**src/rtl/sdr_pkg.sv**
```systemverilog
package sdr_pkg;
  typedef enum logic [1:0] {
    MODE_TRESET  = 2'b00,
    MODE_SCRESET = 2'b01,
    MODE_SERIAL  = 2'b10,
    MODE_IDLE    = 2'b11
  } ctl_mode_e;

  localparam int PHASE_W     = 32;
  localparam int SER_INC_W   = 22;
  localparam int SER_WORD_W  = 67;
endpackage

```
**src/rtl/sdr_pin_sync.sv**
```systemverilog
module sdr_pin_sync #(
  parameter int STAGES = 2
) (
  input  logic clk,
  input  logic rst_n,
  input  logic pin_in,
  output logic lvl,
  output logic rise
);
  logic lvl_q;

  generate
    if (STAGES == 1) begin : g_single
      logic sr;
      always_ff @(posedge clk or negedge rst_n) begin
        if (!rst_n) sr <= 1'b0;
        else        sr <= pin_in;
      end
      assign lvl = sr;
    end else begin : g_chain
      logic [STAGES-1:0] sr;
      always_ff @(posedge clk or negedge rst_n) begin
        if (!rst_n) sr <= '0;
        else        sr <= {sr[STAGES-2:0], pin_in};
      end
      assign lvl = sr[STAGES-1];
    end
  endgenerate

  always_ff @(posedge clk or negedge rst_n) begin
    if (!rst_n) lvl_q <= 1'b0;
    else        lvl_q <= lvl;
  end

  assign rise = lvl & ~lvl_q;
endmodule

```
**src/rtl/sdr_raster.sv**
```systemverilog
module sdr_raster #(
  parameter int LINE_LEN        = 864,
  parameter int LINES_PER_FIELD = 313,
  parameter int FIELDS_LONG     = 8,
  parameter int FIELDS_SHORT    = 4,
  localparam int HW = $clog2(LINE_LEN),
  localparam int VW = $clog2(LINES_PER_FIELD),
  localparam int FW = $clog2(FIELDS_LONG)
) (
  input  logic          clk,
  input  logic          rst_n,
  input  logic          hold,
  input  logic          long_seq,
  output logic [HW-1:0] h_count,
  output logic [VW-1:0] v_count,
  output logic [FW-1:0] field_idx,
  output logic          line_start,
  output logic          field_start
);
  localparam logic [HW-1:0] H_LAST   = HW'(LINE_LEN - 1);
  localparam logic [VW-1:0] V_LAST   = VW'(LINES_PER_FIELD - 1);
  localparam logic [FW-1:0] F_LAST_L = FW'(FIELDS_LONG - 1);
  localparam logic [FW-1:0] F_LAST_S = FW'(FIELDS_SHORT - 1);

  logic h_end, v_end, f_end;

  assign h_end = (h_count == H_LAST);
  assign v_end = (v_count == V_LAST);
  assign f_end = (field_idx >= (long_seq ? F_LAST_L : F_LAST_S));

  always_ff @(posedge clk or negedge rst_n) begin
    if (!rst_n) begin
      h_count   <= '0;
      v_count   <= '0;
      field_idx <= '0;
    end else if (hold) begin
      h_count   <= '0;
      v_count   <= '0;
      field_idx <= '0;
    end else if (h_end) begin
      h_count <= '0;
      if (v_end) begin
        v_count   <= '0;
        field_idx <= f_end ? '0 : field_idx + FW'(1);
      end else begin
        v_count <= v_count + VW'(1);
      end
    end else begin
      h_count <= h_count + HW'(1);
    end
  end

  assign line_start  = (h_count == '0);
  assign field_start = line_start && (v_count == '0);
endmodule

```
**src/rtl/sdr_serial_rx.sv**
```systemverilog
module sdr_serial_rx #(
  parameter int WORD_W = 67,
  parameter int INC_W  = 22,
  localparam int LAST_CNT = 2 * WORD_W + 1,
  localparam int CW       = $clog2(LAST_CNT + 1),
  localparam int CAP_END  = 3 + 2 * INC_W
) (
  input  logic             clk,
  input  logic             rst_n,
  input  logic             enable,
  input  logic             lvl,
  input  logic             rise,
  input  logic             line_start,
  output logic             inc_valid,
  output logic [INC_W-1:0] inc_word
);
  logic             busy;
  logic [CW-1:0]    cnt;
  logic [INC_W-1:0] shreg;
  logic [INC_W-1:0] held;
  logic             word_ready;
  logic             sample_now;

  // second clock of each data bit; cnt counts clocks from the start bit
  assign sample_now = busy && cnt[0] && (cnt >= CW'(3)) && (cnt < CW'(CAP_END));

  always_ff @(posedge clk or negedge rst_n) begin
    if (!rst_n) begin
      busy       <= 1'b0;
      cnt        <= '0;
      shreg      <= '0;
      held       <= '0;
      word_ready <= 1'b0;
      inc_valid  <= 1'b0;
      inc_word   <= '0;
    end else if (!enable) begin
      busy       <= 1'b0;
      cnt        <= '0;
      word_ready <= 1'b0;
      inc_valid  <= 1'b0;
    end else begin
      if (line_start && word_ready) begin
        inc_word   <= held;
        inc_valid  <= 1'b1;
        word_ready <= 1'b0;
      end
      if (!busy) begin
        if (rise) begin
          busy <= 1'b1;
          cnt  <= CW'(1);
        end
      end else begin
        cnt <= cnt + CW'(1);
        if (sample_now) shreg <= {lvl, shreg[INC_W-1:1]};
        if (cnt == CW'(LAST_CNT)) begin
          busy       <= 1'b0;
          held       <= shreg;
          word_ready <= 1'b1;
        end
      end
    end
  end
endmodule

```
**src/rtl/sdr_phase_acc.sv**
```systemverilog
module sdr_phase_acc #(
  parameter int W     = 32,
  parameter int INC_W = 22,
  localparam int PAD  = W - INC_W
) (
  input  logic             clk,
  input  logic             rst_n,
  input  logic [W-1:0]     freq_word,
  input  logic             use_serial,
  input  logic [INC_W-1:0] serial_inc,
  input  logic             clr_now,
  input  logic             sched_en,
  input  logic             sched_arm,
  input  logic             field_start,
  output logic [W-1:0]     phase,
  output logic [W-1:0]     active_incr
);
  logic pending;
  logic fire;

  assign active_incr = use_serial ? {serial_inc, {PAD{1'b0}}} : freq_word;
  assign fire        = sched_en && pending && field_start;

  always_ff @(posedge clk or negedge rst_n) begin
    if (!rst_n)         pending <= 1'b0;
    else if (!sched_en) pending <= 1'b0;
    else if (fire)      pending <= sched_arm;
    else if (sched_arm) pending <= 1'b1;
  end

  always_ff @(posedge clk or negedge rst_n) begin
    if (!rst_n)       phase <= '0;
    else if (clr_now) phase <= '0;
    else if (fire)    phase <= '0;
    else              phase <= phase + active_incr;
  end
endmodule

```
**src/rtl/sd_raster_phase_ctrl.sv**
```systemverilog
module sd_raster_phase_ctrl #(
  parameter int LINE_LEN        = 864,
  parameter int LINES_PER_FIELD = 313,
  parameter int SYNC_STAGES     = 2,
  localparam int HW = $clog2(LINE_LEN),
  localparam int VW = $clog2(LINES_PER_FIELD),
  localparam int FW = 3
) (
  input  logic          clk,
  input  logic          rst_n,
  input  logic [1:0]    mode,
  input  logic          pal_sel,
  input  logic          ctl_pin,
  input  logic [31:0]   freq_word,
  output logic [HW-1:0] h_count,
  output logic [VW-1:0] v_count,
  output logic [FW-1:0] field_idx,
  output logic          line_start,
  output logic          field_start,
  output logic [31:0]   phase_acc,
  output logic [31:0]   active_incr
);
  import sdr_pkg::*;

  ctl_mode_e             cur_mode;
  logic                  pin_lvl, pin_rise;
  logic                  tr_hold, scr_en, scr_arm, ser_en;
  logic                  ser_valid;
  logic [SER_INC_W-1:0]  ser_inc;

  assign cur_mode = ctl_mode_e'(mode);
  assign tr_hold  = (cur_mode == MODE_TRESET)  && pin_lvl;
  assign scr_en   = (cur_mode == MODE_SCRESET);
  assign scr_arm  = scr_en && pin_rise;
  assign ser_en   = (cur_mode == MODE_SERIAL);

  sdr_pin_sync #(.STAGES(SYNC_STAGES)) u_sync (
    .clk    (clk),
    .rst_n  (rst_n),
    .pin_in (ctl_pin),
    .lvl    (pin_lvl),
    .rise   (pin_rise)
  );

  sdr_raster #(
    .LINE_LEN        (LINE_LEN),
    .LINES_PER_FIELD (LINES_PER_FIELD),
    .FIELDS_LONG     (8),
    .FIELDS_SHORT    (4)
  ) u_raster (
    .clk         (clk),
    .rst_n       (rst_n),
    .hold        (tr_hold),
    .long_seq    (pal_sel),
    .h_count     (h_count),
    .v_count     (v_count),
    .field_idx   (field_idx),
    .line_start  (line_start),
    .field_start (field_start)
  );

  sdr_serial_rx #(.WORD_W(SER_WORD_W), .INC_W(SER_INC_W)) u_rx (
    .clk        (clk),
    .rst_n      (rst_n),
    .enable     (ser_en),
    .lvl        (pin_lvl),
    .rise       (pin_rise),
    .line_start (line_start),
    .inc_valid  (ser_valid),
    .inc_word   (ser_inc)
  );

  sdr_phase_acc #(.W(PHASE_W), .INC_W(SER_INC_W)) u_phase (
    .clk         (clk),
    .rst_n       (rst_n),
    .freq_word   (freq_word),
    .use_serial  (ser_en && ser_valid),
    .serial_inc  (ser_inc),
    .clr_now     (tr_hold),
    .sched_en    (scr_en),
    .sched_arm   (scr_arm),
    .field_start (field_start),
    .phase       (phase_acc),
    .active_incr (active_incr)
  );
endmodule

```
**config.mk**
```make
export PLATFORM = sky130hd
export DESIGN_NAME = sd_raster_phase_ctrl
export DESIGN_NICKNAME = d
export VERILOG_FILES = /design/src/rtl/sdr_pkg.sv /design/src/rtl/sdr_pin_sync.sv /design/src/rtl/sdr_raster.sv /design/src/rtl/sdr_serial_rx.sv /design/src/rtl/sdr_phase_acc.sv /design/src/rtl/sd_raster_phase_ctrl.sv
export SDC_FILE = /design/constraint.sdc
export NUM_CORES = 1
export LEC_CHECK = 0
export CELL_PAD_IN_SITES_DETAIL_PLACEMENT = 1
export CELL_PAD_IN_SITES_GLOBAL_PLACEMENT = 2
export CORE_UTILIZATION = 43
export CTS_BUF_LIST = sky130_fd_sc_hd__clkbuf_8
export DETAILED_ROUTE_END_ITERATION = 7
export DONT_BUFFER_PORTS = 1
export GPL_TIMING_DRIVEN = 0
export HOLD_SLACK_MARGIN = 0.05
export PLACE_DENSITY = 0.88
export SKIP_LAST_GASP = 1
export SLEW_MARGIN = 15
export SYNTH_ARGS = -nofsm -noshare
export SYNTH_HDL_FRONTEND = slang
export SYNTH_HIERARCHICAL = 1
export SYNTH_SLANG_ARGS = --single-unit
```
**constraint.sdc**
```tcl
create_clock -name clk -period 4.3 [get_ports clk]
set_input_delay 0.86 -clock clk [delete_from_list [all_inputs] [get_ports clk]]
set_output_delay 0.86 -clock clk [all_outputs]
set_load 0.01 [all_outputs]
```
Word level (Yosys, flattened, before mapping)
Cells that the tools add are included.
Widths: inputs -> output; s select.

word-level totals
  flip-flop bits (word level) = 135
  bits of input ports = 38
  output and inout port bits = 88
  word-level logic and storage cells = 80

cells by class
  multiplexer cells = 29
  $lt $le $gt $ge = 3
  reduce and logical (&&, ||, !) cells = 19
  equality and inequality tests = 8
  bitwise operators = 2
  add/sub/neg operators = 5

operator list
  operator               count
  $mux 32                3
  $add 32x32->32         1
  $mux 9                 3
  $mux 8                 3
  $mux 10                2
  $mux 3                 5
  $mux 1                 13
  $add 10x1->10 const B  1
  $eq 10x10->1 const B   1
  $logic_and 1x1->1      10
  $logic_not 10->1       1
  $add 9x1->9 const B    1
  $eq 9x9->1 const B     1
  $logic_not 9->1        1
  $add 8x1->8 const B    1
  $eq 8x8->1 const B     1
  $ge 8x2->1 const B     1
  $lt 8x6->1 const B     1
  $reduce_and 3->1       2
  $reduce_and 2->1       2
  $reduce_bool 2->1      2
  $add 3x1->3 const B    1
  $ge 3x3->1             1
  $ne 3x1->1 const B     1
  other kinds (7)        7

Depth between registers and ports, before layout
Gate-level depths: netlist of run 1.

  depth after elaboration = 6
  gate-level depth with buffers = 14
  depth with buffers taken out = 12

Cells and area by module
Netlist of run 1, hierarchy kept.

by module, submodules not included
  module                cells each  times used  seq. area each (µm²)  area an instance (µm²)
  sdr_phase_acc         366         1           825.8                 3,231.8
  sdr_serial_rx         200         1           1,926.8               3,136.8
  sdr_raster            142         1           550.5                 1,317.5
  sdr_pin_sync          4           1           75.1                  88.8
  sd_raster_phase_ctrl  5           1           0.0                   37.5

Least setup slack after synthesis of run 1
No wires, ideal clock.

  path kind = input-to-reg
  start = in mode[0]
  end = reg u_phase.phase[27]
  arrival time = 3.680 ns
  buffers on the path = 3
  cell stages on the path = 12
  library setup time = 0.079 ns
  data required time = 4.221 ns
  slack = 0.541 ns
  cell sequence = and3b_1 -> clkbuf_1 -> clkbuf_1 -> mux2_2 -> ha_1 -> clkbuf_1 -> a21oi_1 -> o21ai_0 -> o41ai_2 -> o2111ai_2 -> a31oi_4 -> mux2i_1

between the ends
  longest elaborated chain between the ends = 6
  elaborated cells on any way between the ends = 11
  those cells by class = 1 x add/sub; 2 x eq/ne; 3 x mux; 5 x reduce/logical

ends and longest elaborated chain
  item                  line                        source
  from (decl)           sd_raster_phase_ctrl.sv:11  input logic [1:0] mode,
  $eq 2x2->1            sd_raster_phase_ctrl.sv:35  assign ser_en = (cur_mode == MODE_SERIAL);
  $logic_and 1x1->1     sd_raster_phase_ctrl.sv:77  .use_serial (ser_en && ser_valid),
  $mux 32               sdr_phase_acc.sv:21         assign active_incr = use_serial ? {serial_inc, {PAD{1'b0}}} : freq_word;
  via active_incr[10]   sd_raster_phase_ctrl.sv:21  output logic [31:0] active_incr
  $add 32x32->32        sdr_phase_acc.sv:35         else phase <= phase + active_incr;
  $mux 32               sdr_phase_acc.sv:34         else if (fire) phase <= '0;
  $mux 32               sdr_phase_acc.sv:33         else if (clr_now) phase <= '0;
  to (signal assigned)  sdr_phase_acc.sv:35
  to (decl)             sdr_phase_acc.sv:15         output logic [W-1:0] phase,

The timed path passes the listed nets, and every way through them passes these cells.
A chain may end at the register's enable or synchronous reset.

Worst setup path after layout of run 1
Ends and elaborated chain as after synthesis.

==> results of run 1 <==
[Yosys cell counts (9+ instances only)]
| cell | instances |
|---|---|
| mux2_2 | 67 |
| mux2_4 | 20 |
| o21a_1 | 9 |
| and3_1 | 10 |
| inv_1 | 16 |
| nor2b_1 | 19 |
| xor2_1 | 13 |
| nand2_1 | 42 |
| nand2b_1 | 10 |
| a21o_1 | 10 |
| dfrtp_1 | 135 |
| o21ai_0 | 34 |
| nor3_1 | 18 |
| nand3_1 | 21 |
| nand4_1 | 14 |
| a21oi_1 | 48 |
| clkbuf_1 | 12 |
| nor2_1 | 48 |
| xnor2_1 | 15 |
| ha_1 | 38 |
[cell type report]
type	count	area, um^2
buffer	32	240
clock buffer	17	234
clock inverter	15	174
fill	1916	9010
inverter	16	60.1
multi-input combinational	534	4140
sequential	135	3380
tap	225	282
timing repair buffer	2	20.0
[metal layers]
layer	vias up	GRT usage, %	part of all wire, %
li1	2658	-	-
met4	2	6.59	1.7
met5	-	0	0.040
met2	125	39.5	51
met1	2867	27.1	42
met3	23	6.67	5.1
[cell families (layout without fill, tap and decap cells)]
family / after synthesis / in the layout
buffers and inverters: 48 / 82
AO/OA/AOI/OAI: 155 / 155
AND/OR/NAND/NOR: 221 / 221
flip-flops: 135 / 135
multiplexers: 91 / 91
adder cells (fa/ha/maj): 39 / 39
XOR/XNOR: 28 / 28
[worst register-to-register path, stage by stage, from the launching register on]
cell and delay [ns]:
dfrtp_1 0.36, and3b_1 0.16, clkbuf_1 0.30, clkbuf_1 0.57, mux2_2 0.47, ha_1 0.30, clkbuf_1 0.19, a21oi_1 0.20
o21ai_0 0.17, o41ai_2 0.41, o2111ai_2 0.30, a31oi_4 0.27, mux2i_1 0.20
[worst max path at each step]
stage / from / endpoint / slack [ns] / cells after the start
floorplan: mode[0] / u_phase/phase[27] / 0.54 / 12
global placement: mode[0] / u_phase/phase[27] / -0.28 / 11
detailed placement: mode[0] / u_phase/phase[27] / -0.30 / 11
CTS: mode[0] / u_phase/phase[27] / 0.16 / 11
global route: mode[0] / u_phase/phase[29] / 0.01 / 12
finish: mode[0] / u_phase/phase[27] / 0.26 / 12
[power by group]
part | total [W] | switching (W) | internal (W)
Clock | 0.00107 | 0.000631 | 0.000444
Combinational | 0.00189 | 0.00111 | 0.000777
Sequential | 0.00172 | 0.000265 | 0.00146
Total | 0.00469 | 0.00201 | 0.00268
[layout by cell type, fill, tap and decap left out, types with 13 or more instances in the layout]
cell        n
dfrtp_1   135
mux2_2     67
nor2_1     48
a21oi_1    48
nand2_1    42
ha_1       38
o21ai_0    34
nand3_1    21
clkbuf_8   20
mux2_4     20
nor2b_1    19
nor3_1     18
inv_1      16
xnor2_1    15
nand4_1    14
xor2_1     13
[per-stage QoR]
step	power [W]	util (%)	hold WS, ns
after floorplan	0.00317	-	0.331
after global placement	0.00355	46.2	0.336
after detailed placement	0.00363	46.2	0.338
after CTS	0.00473	48.5	0.0502
after global routing	0.00503	48.6	0.0512
final	0.00469	48.6	0.0952
[sequential cells by signal (all words and copies together), names as in the netlist]
| register | count |
|---|---|
| u_raster/h_count | 10 |
| u_sync/g_chain.sr | 2 |
| u_rx/inc_word | 22 |
| u_phase/pending | 1 |
| u_rx/inc_valid | 1 |
| u_phase/phase | 32 |
| u_sync/lvl_q | 1 |
| u_raster/field_idx | 3 |
| u_rx/cnt | 8 |
| u_rx/busy | 1 |
| u_rx/shreg | 22 |
| u_raster/v_count | 9 |
| u_rx/held | 22 |
| u_rx/word_ready | 1 |
[timing repair]
| action | in CTS | in global routing |
|---|---|---|
| gates resized for setup | 0 | 2 |
| hold endpoints to repair | 3 | 14 |
| setup endpoints to repair | 0 | 2 |
| hold buffers | 1 | 1 |
==> out/qor.csv, run 1 <==
stage;metric;value;unit
run_status;outcome;complete, no violations;
worst_setup_path;cp_common_cell;clkbuf_1;
placed_design;dp_slack;-0.303;ns
floorplanning;io_pins;126;
worst_setup_path;critPathTopFamily;compound AO/OA/AOI/OAI gates;
floorplanning;die_h;137;um
floorplanning;coreArea;17500;um^2
power_and_ir_drop;vdd_drop_max;0.276;mV
sta;finClkSkew;0.0148;ns
sta;setup_violations;0;
floorplanning;start_util;44.5;%
global_route;grt_pass1_vias;6057;
global_route;grt_use_total;22.7;%
final_layout;nets;815;
worst_setup_path;required;4.69;ns
synthesis;synthArstFlopShare;100;%
synthesis;synth_warnings;6;
floorplanning;die_w;137;um
worst_setup_path;crit_slowest_cell;clkbuf_1;
cts;clockRootBuffer;clkbuf_8;
final_layout;insertedDiodeCount;0;
worst_setup_path;crit_buf_inv;3;
final_layout;synthToLayoutAreaGrowth;9.10;%
worst_setup_path;path_max_fanout;10;
synthesis;netlist.area_leader.share;43.2;%
drt;dr.pass1.iters;4;
worst_setup_path;regToRegEndpoint;u_phase/phase[27];
sta;rsz0062_at_grt;no;
floorplanning;die_area;18700;um^2
drt;vias;5675;
sta;tns;0;ns
drt;wl_per_cell;20.7;um
placed_design;dp_cells;942;
cts;post_cts_buffers;0;
synthesis;synthTopCellsByArea;dfrtp_1, mux2_2, ha_1;
synthesis;ys_seq_area_share;43.2;%
drt;drcViolationCount;0;
sta;min_period;4.04;ns
synthesis;synth_compound_area_share;13.8;%
synthesis;synth.distinct_cells;84;
global_route;grt_overflow;0;
sta;layout_setup_ws;0.255;ns
drt;vias_per_cell;5.81;
synthesis;ys.flop_type;dfrtp_1;
drt;drt-initial-drc-count;149;
sta;post-route-period-util;94.1;%
placed_design;place_congestion;0.837;
synthesis;synth_top_family_by_area;simple AND/OR/NAND/NOR gates;
power_and_ir_drop;power.density;550;nW/um^2
synthesis;syn-num-nets;794;
synthesis;avgSynthCellArea;10.9;um^2
synthesis;synth.cell_area;7810;um^2
cts;path_clk_slew;0.10;ns
global_route;antenna_found_initial;1;
worst_setup_path;r2r_cells;12;
synthesis;synth-edff-count;0;
synthesis;synthAdderAreaFrac;6.34;%
synthesis;ys_seq_elements;135;
power_and_ir_drop;p_leak;4.00;nW
final_layout;stdcell_area;8520;um^2
synthesis;synth-xor-area-share;3.14;%
drt;drtAntennaViolNets;0;
placed_design;port_buffers;0;
sta;tightest_slew;1.12;ns
sta;fmax;0.247;GHz
sta;hold_viol;0;
worst_setup_path;crit_type;input port to flop;
cts;numCtsBuffers;17;
drt;wl;20200;um
synthesis;synthMuxAreaShare;14.0;%
cts;clk_latency;0.46;ns
worst_setup_path;startpoint_type;input port;
synthesis;synth-simple-area-share;15.6;%
worst_setup_path;reg2reg_from;u_rx/inc_valid;
synthesis;synth_cells;717;
placed_design;place_area;8090;um^2
run;cap_violations;0;
global_route;grt_max_degree;134;
final_layout;fin_cells;976;
placed_design;post-dp-hpwl;15100;um
synthesis;yosys.area.top_type;dfrtp_1;
sta;slew_headroom;24.7;%
cts;cts.htree.levels;4;
floorplanning;row_count;48;
cts;numClockSinks;135;
cts;clockBufferDepth;2;
worst_hold_path;hp-class;input port to async pin;
global_route;grt_first_pass_wirelength;32300;um
cts;cts_tree;done;
sta;final_max_slew_viol_count;0;
worst_setup_path;r2r_slack;0.33;ns
worst_setup_path;crit_arrival;4.43;ns
final_layout;layout-drive-gt1-share;22.2;%
worst_setup_path;cpPeakStageDelay;0.57;ns
worst_setup_path;worstPathCellList;and3b_1 -> clkbuf_1 -> clkbuf_1 -> mux2_2 -> ha_1 -> clkbuf_1 -> a21oi_1 -> o21ai_0 -> o41ai_2 -> o2111ai_2 -> a31oi_4 -> mux2i_1;
worst_setup_path;end_kind;flop;
Power figures use the tool's default switching activity.
==> inputs of run 2 (changes only) <==
--- a/config.mk
+++ b/config.mk
@@ -13,7 +13,7 @@
 export DONT_BUFFER_PORTS = 1
 export GPL_TIMING_DRIVEN = 0
 export HOLD_SLACK_MARGIN = 0.05
-export PLACE_DENSITY = 0.88
+export PLACE_DENSITY_LB_ADDON = 0.1
 export SKIP_LAST_GASP = 1
 export SLEW_MARGIN = 15
 export SYNTH_ARGS = -nofsm -noshare
==> run 2 against run 1 <==
Effect of this change:
- hold slack worse by 0.0011 ns
- cell count down 0.10%
- die area unchanged
- combinational power about the same
- count of clock-buffer cells in the layout up 2
- global-route usage up 0.16 points
- maximum frequency up 0.69%
- critical endpoint unchanged
- largest cell class unchanged
==> out/qor.csv, run 2 (same netlist as run 1, synthesis figures left out) <==
stage;metric;value;unit
run_status;outcome;complete, no violations;
final_layout;layout-drive-gt1-share;22.6;%
sta;finClkSkew;0.0120;ns
worst_setup_path;reg2reg_from;u_rx/inc_valid;
sta;setup_violations;0;
worst_setup_path;required;4.67;ns
floorplanning;die_w;137;um
cts;postCtsHoldBufs;0;
cts;numCtsBuffers;17;
final_layout;stdcell_area;8550;um^2
sta;slew_headroom;49.0;%
cts;cts_tree;done;
sta;rsz0062_at_grt;no;
worst_setup_path;startpoint;mode[0];
worst_setup_path;cp_common_cell;clkbuf_1;
cts;path_clk_slew;0.09;ns
final_layout;nets;813;
final_layout;synthToLayoutAreaGrowth;9.40;%
worst_setup_path;worstPathCellList;and3b_1 -> clkbuf_1 -> clkbuf_2 -> mux2_2 -> ha_1 -> clkbuf_1 -> a21oi_1 -> o21ai_0 -> o41ai_2 -> o2111ai_2 -> a31oi_4 -> mux2i_1;
placed_design;port_buffers;0;
sta;final_max_slew_viol_count;0;
sta;tightest_slew;0.760;ns
placed_design;place_area;8090;um^2
floorplanning;die_h;137;um
worst_setup_path;startpoint_type;input port;
global_route;grt_max_degree;136;
floorplanning;die_area;18700;um^2
global_route;grt_overflow;0;
floorplanning;start_util;44.5;%
worst_setup_path;regToRegEndpoint;u_phase/phase[27];
drt;drtAntennaViolNets;0;
sta;fmax;0.249;GHz
power_and_ir_drop;p_leak;4.02;nW
placed_design;dp_cells;942;
worst_setup_path;crit_arrival;4.39;ns
global_route;use_met2;38.7;%
worst_setup_path;path_max_fanout;10;
floorplanning;io_pins;126;
worst_setup_path;end_kind;flop;
final_layout;mostFrequentLayoutCells;dfrtp_1, mux2_2, nor2_1, a21oi_1, nand2_1;
worst_setup_path;crit_slowest_cell;mux2_2;
worst_setup_path;critPathCapture;u_phase/phase[27];
worst_hold_path;hp-class;input port to async pin;
drt;drt-initial-drc-count;211;
floorplanning;row_count;48;
placed_design;post-dp-hpwl;15000;um
drt;dr.pass1.iters;5;
worst_setup_path;crit_type;input port to flop;
cts;cts.htree.levels;4;
worst_setup_path;crit_buf_inv;3;
power_and_ir_drop;vdd_drop_max;0.292;mV
placed_design;place_congestion;0.823;
drt;drcViolationCount;0;
worst_setup_path;cpPeakStageDelay;0.45;ns
worst_setup_path;r2r_slack;0.37;ns
global_route;gr-usage-met3;6.59;%
global_route;grt_use_total;22.9;%
power_and_ir_drop;total_power;0.00479;W
worst_setup_path;cp.depth;12;
worst_setup_path;r2r_cells;12;
drt;vias;5587;
final_layout;final_common_cell;dfrtp_1;
power_and_ir_drop;power.density;561;nW/um^2
sta;post-route-period-util;93.4;%
global_route;antenna_found_initial;1;
global_route;grt.met1_usage;28.4;%
sta;hold_viol;0;
final_layout;largest_register_ffs;32;
final_layout;top_register;u_phase/phase;
sta;timing.hold.ws;0.0940;ns
worst_setup_path;critPathTopFamily;compound AO/OA/AOI/OAI gates;
global_route;grt_first_pass_wirelength;32500;um
cts;numClockSinks;135;
cts;clk_latency;0.45;ns
cts;clockRootBuffer;clkbuf_8;
floorplanning;coreArea;17500;um^2
final_layout;fin_cells;975;
drt;vias_per_cell;5.73;
drt;wl;20200;um
sta;min_period;4.02;ns
drt;wl_per_cell;20.7;um
global_route;busiest_layer;met2;
run;cap_violations;0;
global_route;grt_pass1_vias;5947;
cts;clockBufferDepth;2;
## run 2: cell count changes in the layout (fill, tap and decap cells not counted), sizes merged
cell / change
bufinv: +3
clkbuf: +2
clkinv: -4
diode: +1
dlygate4sd3: -2
inv: -1
## run 2: report_power, final
group / internal [W] / switching [W]
registers: 0.00146 / 0.000266
logic: 0.000778 / 0.00110
clock network: 0.000623 / 0.000566
## run 2: cell type report
type | count | area (um^2)
antenna | 1 | 2.50
buffer | 32 | 241
clock buffer | 19 | 262
clock inverter | 13 | 180
fill | 1948 | 8990
inverter | 16 | 60.1
multi-input combinational | 534 | 4140
sequential | 135 | 3380
tap | 225 | 282
## run 2: worst min-delay path by stage
stage                                      end                 start
after detailed placement  u_sync/g_chain.sr[1]  u_sync/g_chain.sr[0]
after global routing          u_rx/inc_word[7]                 rst_n
after CTS                     u_phase/phase[8]                 rst_n
final                        u_rx/inc_word[12]                 rst_n
after floorplan           u_sync/g_chain.sr[1]  u_sync/g_chain.sr[0]
after global placement    u_sync/g_chain.sr[1]  u_sync/g_chain.sr[0]
## run 2: repair_timing
item                                    in CTS  in global routing
endpoints found under the setup margin       0                  3
setup buffers                                0                  0
gates resized for setup                      0                  4
## run 2: worst register-to-register path, delay by kind of cell (launching register included)
family                   cells  cell delay [ns]
AO/OA/AOI/OAI                5             1.42
adder cells (fa/ha/maj)      1             0.31
multiplexers                 2             0.66
flip-flops                   1             0.35
AND/OR/NAND/NOR              1             0.15
buffers and inverters        3             0.96
## run 2: layer usage
layer	up-vias	wire length, um
met5	-	10
met4	2	220
met3	19	1190
met2	111	10100
met1	2805	8680
li1	2650	-
## run 2: through the flow
stage / utilization (%) / setup TNS (ns) / setup WS, ns
3_3_place_gp: 46.2 / -1.62 / -0.390
4_1_cts: 48.7 / 0 / 0.0362
3_5_place_dp: 46.2 / -2.47 / -0.421
6_report: 48.7 / 0 / 0.283
2_1_floorplan: - / 0 / 0.541
5_1_grt: 48.7 / 0 / 0.0921
==> inputs of run 3 (changes only) <==
--- a/config.mk
+++ b/config.mk
@@ -7,13 +7,13 @@
 export LEC_CHECK = 0
 export CELL_PAD_IN_SITES_DETAIL_PLACEMENT = 1
 export CELL_PAD_IN_SITES_GLOBAL_PLACEMENT = 2
-export CORE_UTILIZATION = 43
+export CORE_UTILIZATION = 30
 export CTS_BUF_LIST = sky130_fd_sc_hd__clkbuf_8
 export DETAILED_ROUTE_END_ITERATION = 7
 export DONT_BUFFER_PORTS = 1
 export GPL_TIMING_DRIVEN = 0
 export HOLD_SLACK_MARGIN = 0.05
-export PLACE_DENSITY_LB_ADDON = 0.1
+export PLACE_DENSITY_LB_ADDON = 0.08
 export SKIP_LAST_GASP = 1
 export SLEW_MARGIN = 15
 export SYNTH_ARGS = -nofsm -noshare
==> run 3 against run 2 <==
Effect of this change:
- clock skew rose by 0.0083 ns
- die area grew 43%
- count of clock-buffer cells in the layout shrank 2
- critical path type unchanged
==> out/qor.csv, run 3 (same netlist as run 1, synthesis figures left out) <==
stage;metric;value;unit
run_status;outcome;complete, no violations;
drt;drtAntennaViolNets;0;
drt;drcViolationCount;0;
sta;min_period;3.96;ns
sta;fmax;0.253;GHz
global_route;antenna_found_initial;1;
worst_setup_path;crit_slowest_cell;and3b_1;
placed_design;port_buffers;0;
floorplanning;row_count;58;
power_and_ir_drop;vdd_drop_max;0.168;mV
drt;vias_per_cell;5.15;
cts;numCtsBuffers;17;
drt;dr.pass1.iters;4;
floorplanning;die_w;163;um
global_route;grt.met1_usage;21.9;%
global_route;grt_max_degree;118;
global_route;use_met2;28.8;%
sta;rsz0062_at_grt;no;
worst_setup_path;end_kind;flop;
worst_setup_path;worstPathCellList;and3b_1 -> clkbuf_2 -> mux2_2 -> ha_1 -> clkbuf_1 -> a21oi_1 -> o21ai_0 -> o41ai_2 -> o2111ai_2 -> a31oi_4 -> mux2i_1;
final_layout;mostFrequentLayoutCells;dfrtp_1, mux2_2, nor2_1, a21oi_1, nand2_1;
worst_setup_path;regToRegEndpoint;u_phase/phase[27];
drt;wl;22300;um
sta;slew_headroom;38.6;%
global_route;grt_use_total;17.2;%
final_layout;final_common_cell;dfrtp_1;
global_route;gr-usage-met3;4.75;%
sta;setup_violations;0;
worst_setup_path;r2r_slack;0.41;ns
final_layout;top_register;u_phase/phase;
sta;hold_viol;0;
global_route;grt_pass1_vias;6068;
global_route;grt_overflow;0;
placed_design;post-dp-hpwl;16300;um
floorplanning;die_h;163;um
drt;vias;5580;
cts;clockRootBuffer;clkbuf_8;
cts;cts_tree;done;
worst_hold_path;hp-class;input port to async pin;
sta;tns;0;ns
floorplanning;start_util;30.8;%
floorplanning;coreArea;25300;um^2
drt;drt-initial-drc-count;283;
cts;post_cts_buffers;0;
cts;clockBufferDepth;2;
floorplanning;io_pins;126;
power_and_ir_drop;p_leak;4.04;nW
cts;path_clk_slew;0.09;ns
cts;cts.htree.levels;4;
worst_setup_path;required;4.68;ns
sta;post-route-period-util;92.1;%
worst_setup_path;startpoint_type;input port;
worst_setup_path;r2r_cells;11;
final_layout;nets;817;
worst_setup_path;path_max_fanout;10;
worst_setup_path;cpPeakStageDelay;0.47;ns
worst_setup_path;crit_arrival;4.34;ns
sta;finClkSkew;0.0203;ns
final_layout;largest_register_ffs;32;
placed_design;place_congestion;0.760;
sta;final_max_slew_viol_count;0;
final_layout;layout-drive-gt1-share;22.6;%
worst_setup_path;crit_type;input port to flop;
power_and_ir_drop;power.density;553;nW/um^2
drt;wl_per_cell;20.6;um
global_route;grt_first_pass_wirelength;35100;um
final_layout;insertedDiodeCount;0;
worst_setup_path;critPathTopFamily;compound AO/OA/AOI/OAI gates;
worst_setup_path;reg2reg_from;u_rx/inc_valid;
final_layout;utilization;34.4;%
final_layout;synthToLayoutAreaGrowth;11.7;%
sta;tightest_slew;0.919;ns
cts;numClockSinks;135;
global_route;busiest_layer;met2;
run;cap_violations;0;
cts;clk_latency;0.47;ns
worst_setup_path;crit_buf_inv;2;
floorplanning;die_area;26700;um^2
==> run 3: cell type report <==
class                           count  area [um^2]
Buffer                             31          238
Fill cell                        2824        16600
Tap cell                          330          413
Multi-Input combinational cell    534         4140
Clock buffer                       17          234
Inverter                           16         60.1
Clock inverter                     15          200
Timing Repair Buffer                5         60.1
Sequential cell                   135         3380
==> run 3: what timing repair did <==
action | 4_1_cts | 5_1_grt
endpoints found under the setup margin | 2 | 2
resized for setup | 2 | 0
hold buffers | 3 | 2
endpoints found under the hold margin | 17 | 1
==> run 3: per-stage QoR <==
stage | cell area, um^2 | instances | hold slack (ns) | setup slack [ns] | power [W]
global placement | 8230 | 1047 | 0.339 | -0.545 | 0.00364
CTS | 8700 | 1082 | 0.0582 | 0.122 | 0.00490
finish | 8720 | 1083 | 0.0995 | 0.340 | 0.00482
floorplan | 7810 | 717 | 0.331 | 0.541 | 0.00317
detailed placement | 8230 | 1047 | 0.337 | -0.605 | 0.00367
global route | 8720 | 1083 | 0.0551 | 0.0815 | 0.00521
==> run 3: how the worst max path moves through the flow <==
stage               startpoint                 to  cells after the start
floorplan              mode[0]  u_phase/phase[27]                     12
global placement       mode[0]  u_phase/phase[27]                     11
detailed placement     mode[0]  u_phase/phase[27]                     11
CTS                    mode[0]  u_phase/phase[27]                     11
global route           mode[0]  u_phase/phase[27]                     10
finish                 mode[0]  u_phase/phase[27]                     11
==> run 3: power breakdown <==
part | total, W | switching, W | internal, W
sequential | 0.00173 | 0.000269 | 0.00146
clock | 0.00119 | 0.000635 | 0.000552
combinational | 0.00191 | 0.00112 | 0.000781
==> run 3: metal layers <==
layer	vias to the layer above	part of all wire (%)	wire length, um
met1	2806	45	9940
li1	2660	-	-
met2	96	49	11000
met3	16	5.0	1120
met4	2	0.85	189
met5	-	0.058	13
==> run 3: worst reg2reg max path: stages (launching register included) <==
cell and delay, ns:
dfrtp_1 0.37, and3b_1 0.45, clkbuf_2 0.42, mux2_2 0.47, ha_1 0.32, clkbuf_1 0.19
a21oi_1 0.20, o21ai_0 0.18, o41ai_2 0.43, o2111ai_2 0.31, a31oi_4 0.28, mux2i_1 0.21
